==> config.mk <==
export PLATFORM = sky130hd
export DESIGN_NAME = dma_ctrl_hub
export DESIGN_NICKNAME = d
export VERILOG_FILES = /design/src/rtl/dma_ctrl_hub.sv
export SDC_FILE = /design/constraint.sdc
export NUM_CORES = 1
export LEC_CHECK = 0
export BUFFER_PORTS_ARGS = -buffer_cell sky130_fd_sc_hd__buf_4
export CAP_MARGIN = 20
export CORE_AREA = 5 5 106 108
export DETAILED_ROUTE_END_ITERATION = 8
export DIE_AREA = 0 0 111 113
export PLACE_DENSITY = 0.79
export SYNTH_ARGS = -nofsm -noshare
export SYNTH_HDL_FRONTEND = slang
export SYNTH_SLANG_ARGS = --single-unit
==> constraint.sdc <==
create_clock -name clk -period 1.2 [get_ports clk]
set_input_delay 0.06 -clock clk [delete_from_list [all_inputs] [get_ports clk]]
set_output_delay 0.06 -clock clk [all_outputs]
set_load 0.05 [all_outputs]
==> src/rtl/dma_ctrl_hub.sv <==
module dma_ctrl_hub #(
  parameter int NCH = 32,
  parameter int AW  = 13,
  localparam int CHW = (NCH > 1) ? $clog2(NCH) : 1
) (
  input  logic           clk,
  input  logic           rst_n,
  input  logic           bus_sel,
  input  logic           bus_wr,
  input  logic [AW-1:0]  bus_addr,
  input  logic [31:0]    bus_wdata,
  output logic [31:0]    bus_rdata,
  input  logic [NCH-1:0] chan_done,
  input  logic [NCH-1:0] chan_irq_en,
  input  logic [NCH-1:0] chan_err,
  input  logic [NCH-1:0] chan_halt,
  input  logic [NCH-1:0] chan_ack,
  output logic [NCH-1:0] doorbell,
  output logic           irq,
  output logic           glb_en,
  output logic [CHW-1:0] win_chan,
  output logic           win_hit
);
  localparam logic [AW-1:0] OFS_CTRL = AW'(13'h1000);
  localparam logic [AW-1:0] OFS_PEND = AW'(13'h1004);
  localparam logic [AW-1:0] OFS_DBS  = AW'(13'h100c);
  localparam int WIN_END = NCH * 32;

  logic           en_q, err_q, hlt_q;
  logic [NCH-1:0] pend_q, db_q;

  wire wr_ctrl = bus_sel && bus_wr && (bus_addr == OFS_CTRL);
  wire wr_pend = bus_sel && bus_wr && (bus_addr == OFS_PEND);
  wire wr_dbs  = bus_sel && bus_wr && (bus_addr == OFS_DBS);

  always_ff @(posedge clk or negedge rst_n) begin
    if (!rst_n) begin
      en_q   <= 1'b0;
      err_q  <= 1'b0;
      hlt_q  <= 1'b0;
      pend_q <= '0;
      db_q   <= '0;
    end else begin
      if (wr_ctrl) en_q <= bus_wdata[0];
      err_q  <= (wr_ctrl ? (err_q & bus_wdata[2]) : err_q) | (|chan_err);
      hlt_q  <= (wr_ctrl ? (hlt_q & bus_wdata[3]) : hlt_q) | (|chan_halt);
      pend_q <= (wr_pend ? (pend_q & bus_wdata[NCH-1:0]) : pend_q) | (chan_done & chan_irq_en);
      db_q   <= (db_q & ~chan_ack) | (wr_dbs ? bus_wdata[NCH-1:0] : '0);
    end
  end

  always_comb begin
    bus_rdata = '0;
    if (bus_addr == OFS_CTRL) bus_rdata = {28'd0, hlt_q, err_q, 1'b0, en_q};
    else if (bus_addr == OFS_PEND) bus_rdata = 32'(pend_q);
  end

  assign doorbell = db_q;
  assign irq      = |pend_q;
  assign glb_en   = en_q;
  assign win_chan = bus_addr[5 +: CHW];
  assign win_hit  = int'(bus_addr) < WIN_END;
endmodule


After elaboration in Yosys (flattened, before gate mapping)

Index checks and enable logic that the tools add are counted.

Add/subtract/negate cells: 0
Multiply operators: 0
Divide/modulo/power cells: 0
Magnitude comparators: 1
Equality and inequality tests: 3
Shifts and indexed selects: 0
Multiplexer cells: 6
Bitwise logic cells: 10
Reduce and logical (&&, ||, !) cells: 7

Operators with widths:

| kind                                                                            | number |
|---|---|
| 32-bit two-way mux                                                              | 4 |
| 32-bit AND                                                                      | 3 |
| 32-bit OR reduction                                                             | 3 |
| 32-bit OR                                                                       | 2 |
| 13-bit == test (second input constant)                                          | 3 |
| 32-bit NOT                                                                      | 1 |
| 13-bit by 11-bit less-than comparator with 1-bit output (second input constant) | 1 |
| 1-bit logical AND                                                               | 4 |
| 1-bit AND                                                                       | 2 |
| 1-bit two-way mux                                                               | 2 |
| 1-bit OR                                                                        | 2 |

Register bits after elaboration: 67
Bits in latches: 0
Memory bits (writable): 0
Bits in read-only memories: 0
Bits of input ports: 209
Output and inout bits: 72
Memories kept: 0

Longest topological paths before layout

Gate-level depths: netlist of the first run.

Depth in word-level cells: 4
Depth in mapped cells: 5

Least setup slack after synthesis of the first run

OpenSTA, ideal clock, no wires.

Path kind: input -> output
Start: input port bus_addr[5]
End: output port bus_rdata[3]
Arrival time: 1366 ps
Data required time: 1140 ps
Setup slack: -226 ps
Stages on the path: 5
Cell sequence: nor4_4 nand4_4 nor2_4 clkbuf_2 a22o_1

Longest elaborated chain between the ends: 3
Elaborated cells between the ends (all ways): 4

Ends and longest elaborated chain:

| what                 | RTL line | text |
|---|---|---|
| from (decl)          | 10       | `input logic [AW-1:0] bus_addr,` |
| 13-bit == test       | 55       | `else if (bus_addr == OFS_PEND) bus_rdata = 32'(pend_q);` |
| 32-bit two-way mux   | 55       |  |
| 32-bit two-way mux * | 54       | `if (bus_addr == OFS_CTRL) bus_rdata = {28'd0, hlt_q, err_q, 1'b0, en_q};` |
| to (decl)            | 12       | `output logic [31:0] bus_rdata,` |

Every way passes the cells marked *; elsewhere a longest branch is shown, timed or not.

Final worst setup path of the first run

Start: register pend_q[27]
End: output port irq

Longest elaborated chain between the ends: 1

Ends and longest elaborated chain:

| what                   | RTL line | text |
|---|---|---|
| from (decl)            | 30       | `logic [NCH-1:0] pend_q, db_q;` |
| from (signal assigned) | 47       | `pend_q <= (wr_pend ? (pend_q & bus_wdata[NCH-1:0]) : pend_q) \| (chan_done & chan_irq_en);` |
| 32-bit OR reduction    | 59       | `assign irq = \|pend_q;` |
| to (decl)              | 19       | `output logic irq,` |

Every way passes these cells.

==> results of run 1 <==
-- cell families after synthesis --
kind of cell	Yosys count
AND/OR/NAND/NOR	141
AO/OA/AOI/OAI	69
flip-flops	67
buffers and inverters	51
multiplexers	1
-- per-layer routing --
| metal | GRT usage | wire, microns | vias to the layer above |
|---|---|---|---|
| li1 | - | - | 2064 |
| met1 | 0.286 | 6630 | 2295 |
| met2 | 0.562 | 11500 | 310 |
| met3 | 0.0770 | 1470 | 76 |
| met4 | 0.141 | 1040 | 0 |
| met5 | 0 | 0 | - |
-- sequential cells by signal, summed over array words and instances (netlist names) --
signal,flops
doorbell,32
pend_q,32
err_q,1
glb_en,1
hlt_q,1
-- final cells by class --
| class | count | area (sq um) |
|---|---|---|
| Fill cell | 532 | 1810 |
| Timing Repair Buffer | 451 | 4230 |
| Clock buffer | 10 | 138 |
| Clock inverter | 5 | 53.8 |
| Sequential cell | 67 | 1680 |
| Multi-Input combinational cell | 211 | 1940 |
| Tap cell | 136 | 170 |
| Inverter | 34 | 128 |
-- path summary, 6_finish.rpt --
check                                    from           end  cells after the start
worst max-delay path               pend_q[27]           irq                      5
worst min-delay path            chan_done[22]    pend_q[22]                      3
worst max register to register     pend_q[18]    pend_q[18]                      3
worst min register to register   doorbell[27]  doorbell[27]                      1
max in group asynchronous               rst_n    pend_q[31]                      3
min in group asynchronous               rst_n  doorbell[18]                      3
-- power by group --
part / switching, uW / total, uW / internal (uW)
Clock: 892 / 1890 / 999
Combinational: 462 / 1170 / 712
Sequential: 0.208 / 2260 / 2260
-- cells in the mapped netlist --
master / count
buf_4: 5
buf_2: 3
nand4_4: 1
dfrtp_1: 67
nor3_1: 2
and2_1: 29
nor4b_4: 1
o41ai_1: 2
clkbuf_1: 3
nor2_4: 1
nand4_1: 6
buf_6: 3
nand2_1: 67
nand4b_2: 1
clkbuf_2: 3
nor4_4: 1
a22o_1: 35
or2_2: 1
inv_1: 34
nor4_1: 24
mux2_2: 1
o31ai_1: 32
nor3_4: 1
nor2_1: 5
nand3_1: 1
-- per-stage QoR --
stage	utilization	setup WS [ns]	power (uW)	instance area, sq um	TNS (ns)
2_1_floorplan	-	-0.0967	2440	3330	-2.02
3_3_place_gp	0.583	-0.436	3090	5910	-26.44
3_5_place_dp	0.583	-0.387	3100	5910	-31.00
4_1_cts	0.774	-0.654	5250	7850	-16.75
5_1_grt	0.822	-0.686	5510	8330	-18.40
6_report	0.822	-0.586	5320	8330	-12.89
-- worst min-delay path, cell delays in order --
cell	delay (ns)
buf_4	0.08
nand2_1	0.07
nand2_2	0.09
-- cells in the final DEF, fill, tap and decap left out, types with 2 or more instances in the layout --
master | synthesis | routed
a22o_4 | 0 | 3
inv_1 | 34 | 34
o31ai_4 | 0 | 29
nor2_4 | 1 | 2
nand2_1 | 67 | 66
nor3_4 | 1 | 2
buf_4 | 5 | 284
nand4_1 | 6 | 6
nor4_1 | 24 | 22
o31ai_2 | 0 | 2
nor4_2 | 0 | 2
buf_8 | 0 | 35
nor2_1 | 5 | 4
buf_16 | 0 | 2
a22o_1 | 35 | 32
clkbuf_16 | 0 | 3
dlygate4sd3_1 | 0 | 96
and2_4 | 0 | 29
clkbuf_8 | 0 | 10
buf_6 | 3 | 16
buf_12 | 0 | 15
clkinv_2 | 0 | 3
dfrtp_1 | 67 | 67
-- repair_timing --
| action | 4_1_cts | 5_1_grt |
|---|---|---|
| endpoints found under the hold margin | 134 | 0 |
| setup buffers | 13 | 15 |
| pin swaps | 52 | 55 |
| endpoints found under the setup margin | 33 | 100 |
| hold buffers | 97 | 0 |
| cloned | 4 | 4 |
| resized for setup | 139 | 57 |
==> flow_summary.ini, run 1 <==
[global_route]
grt_start_max_net_pins = 68
grt_pass1_vias = 5315
grt_remaining_overflow = 0
grt_pass1_wl_microns = 28500
antenna_found_initial = 0
track_usage = 0.291

[floorplan]
die_h_microns = 113
die_x_microns = 111
rows = 37
ios = 281
fp.coreArea_sq_um = 10100
die_area_sq_um = 12500
initial_core_util = 0.322

[clock_network]
cts_sinks = 67
cts_buffers = 9
insertion_delay_ns = 0.32
htree_num_levels = 3
clockBufferDepth = 2
clkTransAtPathRegs_ns = 0.07
clock-root-buffer = clkbuf_8
cts_tree = yes

[synth]
synth_cell_type_count = 25
synth_seq_cells = 67
synth_adder_area_share = 0
synth-xor-area-share = 0
synth_mux_area_frac = 0.00345
netlist_area_sq_um = 3260
ys_warn_count = 0
syn_nets = 538
yosysSeqAreaShare = 0.514
synth_top_area_share = 0.514
synth_area_leaders = dfrtp_1 (51%), a22o_1 (9.4%), nand2_1 (7.7%)
synthSimpleGateAreaFrac = 0.236
syn_inst = 329
synth.largest_area_cell = dfrtp_1
syn_area_per_cell_sq_um = 9.91
synth_top_family_by_area = simple AND/OR/NAND/NOR gates
synth_compound_area_frac = 0.173

[placement]
io_buffers = 280
hpwl_microns = 11500
dp_cells = 774
gp_congestion = 0.874

[drt]
ant_nets = 0
avgViaCountPerCell = 5.19
drc = 0
vias = 4745
firstDrtPassIters = 5
wire_per_inst_microns = 22.6
drtIter0Drc = 236
routed_wl_microns = 20700

[worst_setup_path]
cp_top_family = simple AND/OR/NAND/NOR gates
slowest_delay_ns = 0.41
path_buf_inv = 2
crit_slowest_cell = dfrtp_1
path_max_fanout = 2
crit_arrival_ns = 1.73
crit_type = flip-flop to output port
cp.required_ns = 1.14
cp-start-kind = flip-flop
r2r_slack_ns = 0.30
path_cells = nor4_2 > buf_4 > nand4_1 > or2_4 > buf_6
end_kind = output port

[cells_and_area]
syn_to_final_growth_pct = 155
layout.nets = 983
layoutNonFillerInstCount = 914
num_antenna_cells = 0
drive_gt1_frac = 0.578

[timing]
fin_ws_ns = -0.586
max_freq_mhz = 560
fin_skew_ns = 0
slew_headroom = 0.731
slew_viol_final = 0
timing.hold.ws_ns = 0.0120
period_share = 1.49
finalHoldViolations = 0
setup_viol = 86
max_slew.worst_pin.slew_ns = 0.400
rsz0062_at_grt = true
period_minus_slack_ns = 1.79

[run_status]
violations = negative setup slack
status = finished with violations

[worst_hold_path]
hold_class = input port to flip-flop

[pwr]
vdd_drop_max_mv = 0.489
p_leak_uw = 0.00391
powerDensity_nw_per_um2 = 639

[run]
maxCapViolCount = 0
Note: power is estimated with default switching activity, not from simulation.
==> inputs of run 2 (changes only) <==
--- a/config.mk
+++ b/config.mk
@@ -7,10 +7,10 @@
 export LEC_CHECK = 0
 export BUFFER_PORTS_ARGS = -buffer_cell sky130_fd_sc_hd__buf_4
 export CAP_MARGIN = 20
-export CORE_AREA = 5 5 106 108
+export CORE_AREA = 5 5 105 107
 export DETAILED_ROUTE_END_ITERATION = 8
-export DIE_AREA = 0 0 111 113
-export PLACE_DENSITY = 0.79
+export DIE_AREA = 0 0 110 112
+export PLACE_DENSITY = 0.77
 export SYNTH_ARGS = -nofsm -noshare
 export SYNTH_HDL_FRONTEND = slang
 export SYNTH_SLANG_ARGS = --single-unit
==> constraint.sdc (replaced) <==
create_clock -name clk -period 1.8 [get_ports clk]
set_input_delay 0.09 -clock clk [delete_from_list [all_inputs] [get_ports clk]]
set_output_delay 0.09 -clock clk [all_outputs]
set_load 0.05 [all_outputs]
==> run 2 against run 1 <==
Net effect:
- the run now ends clean
- die area shrank 1.8%
- clock power decreased by 37%
- clock skew stayed put
- core utilization shrank 13 points
- sequential cell count is the same
- clock-buffer cell count up 2
- critical endpoint unchanged
==> flow_summary.ini, run 2 (synthesis results as in run 1) <==
[worst_setup_path]
crit_type = flip-flop to output port
path_buf_inv = 1
cp-start-kind = flip-flop
worstSetupStartpoint = pend_q[13]
reg2regPathDepth = 4
slowest_delay_ns = 0.40
cp.required_ns = 1.71
reg2reg_from = pend_q[27]
path_cells = nor4_1 > nand4_1 > or2_4 > buf_6
cp_top_family = simple AND/OR/NAND/NOR gates
timing.rr.end = pend_q[27]
crit_slowest_cell = dfrtp_1
crit_arrival_ns = 1.70
path_max_fanout = 3
timing.critical_path.to = irq
end_kind = output port
r2r_slack_ns = 0.44
critical_path_depth = 4

[global_route]
grt_start_max_net_pins = 50
grt_pass1_vias = 4919
grt_remaining_overflow = 0
track_usage = 0.263
grt_pass1_wl_microns = 24700
antenna_found_initial = 1

[drt]
vias = 4310
drc = 0
firstDrtPassIters = 4
wire_per_inst_microns = 18.6
routed_wl_microns = 16300
ant_nets = 0
avgViaCountPerCell = 4.93
drtIter0Drc = 186

[timing]
rsz0062_at_grt = true
period_minus_slack_ns = 1.79
setup_viol = 0
finalHoldViolations = 0
slew_viol_final = 0
max_slew.worst_pin.slew_ns = 0.501
max_freq_mhz = 558
fin_skew_ns = 0
timing.hold.ws_ns = 0.0426
period_share = 0.995
slew_headroom = 0.663

[clock_network]
cts_sinks = 67
clock-root-buffer = clkbuf_8
cts_tree = yes
cts_buffers = 9
clockBufferDepth = 2
insertion_delay_ns = 0.34
clkTransAtPathRegs_ns = 0.08
htree_num_levels = 3

[pwr]
p_total_uw = 3410
powerDensity_nw_per_um2 = 488
vdd_drop_max_mv = 0.263
p_leak_uw = 0.00331

[cells_and_area]
mostFrequentLayoutCells = buf_4 (284), dlygate4sd3_1 (123), nand2_1 (67), dfrtp_1 (67), a22o_1 (35)
mostFrequentLayoutCell = buf_4
fillerInstances = 698
layout.nets = 943
fin_util = 0.695
layoutNonFillerInstCount = 875
syn_to_final_growth_pct = 114
drive_gt1_frac = 0.425

[placement]
hpwl_microns = 11400
gp_congestion = 0.844
io_buffers = 280
dp_cells = 735

[run]
maxCapViolCount = 0

[floorplan]
ios = 281
initial_core_util = 0.325
die_h_microns = 112
rows = 37
fp.coreArea_sq_um = 10000
die_x_microns = 110
die_area_sq_um = 12300

[run_status]
status = complete, no violations

[worst_hold_path]
hold_class = input port to flip-flop
min-delay-start = chan_ack[11]
-- run 2: routing by layer --
layer	wire, microns	share of wire	GRT usage
met1	5320	0.33	0.260
met2	8740	0.54	0.489
met3	1400	0.086	0.0713
met4	826	0.051	0.135
met5	0	0	0
-- run 2: cell type report --
cell class / count / area, sq um / share of cell area
repair buffers: 411 / 3430 / 0.492
diodes: 1 / 2.50 / 0.000359
clock inverters: 3 / 40.0 / 0.00574
well taps: 136 / 170 / 0.0244
inverters: 34 / 128 / 0.0183
multi-input cells: 211 / 1390 / 0.199
clock buffers: 12 / 135 / 0.0194
flip-flops and latches: 67 / 1680 / 0.240
-- run 2: per-stage QoR --
stage / setup TNS (ns) / worst slack, ns / instance area (sq um)
floorplan: 0 / 0.314 / 3260
global placement: 0 / 0.156 / 5520
detailed placement: 0 / 0.121 / 5520
CTS: -0.0122 / -0.0122 / 6960
global route: -0.0885 / -0.0885 / 6980
finish: 0 / 0.00840 / 6980
-- run 2: how the worst min path moves through the flow --
stage	to	slack, ns	depth (start not counted)
6_report	doorbell[11]	0.04	3
5_1_grt	doorbell[11]	0.03	3
4_1_cts	doorbell[0]	0.01	2
3_5_place_dp	doorbell[23]	-0.004	1
3_3_place_gp	doorbell[24]	-0.007	1
2_1_floorplan	doorbell[0]	-0.21	0
-- run 2: power breakdown --
| part | switching (uW) | internal, uW |
|---|---|---|
| registers | 0.138 | 1500 |
| logic | 248 | 457 |
| clock network | 566 | 630 |
-- run 2: timing repair --
item	4_1_cts	5_1_grt
pin swaps	3	2
setup buffers	1	0
gates resized for setup	4	4
hold endpoints to repair	131	1
hold buffers	124	1
endpoints found under the setup margin	1	4
-- run 2: worst min-delay path, delay by kind of cell --
family | cells | cell delay (ns)
compound gates | 1 | 0.12
buf+inv | 2 | 0.15
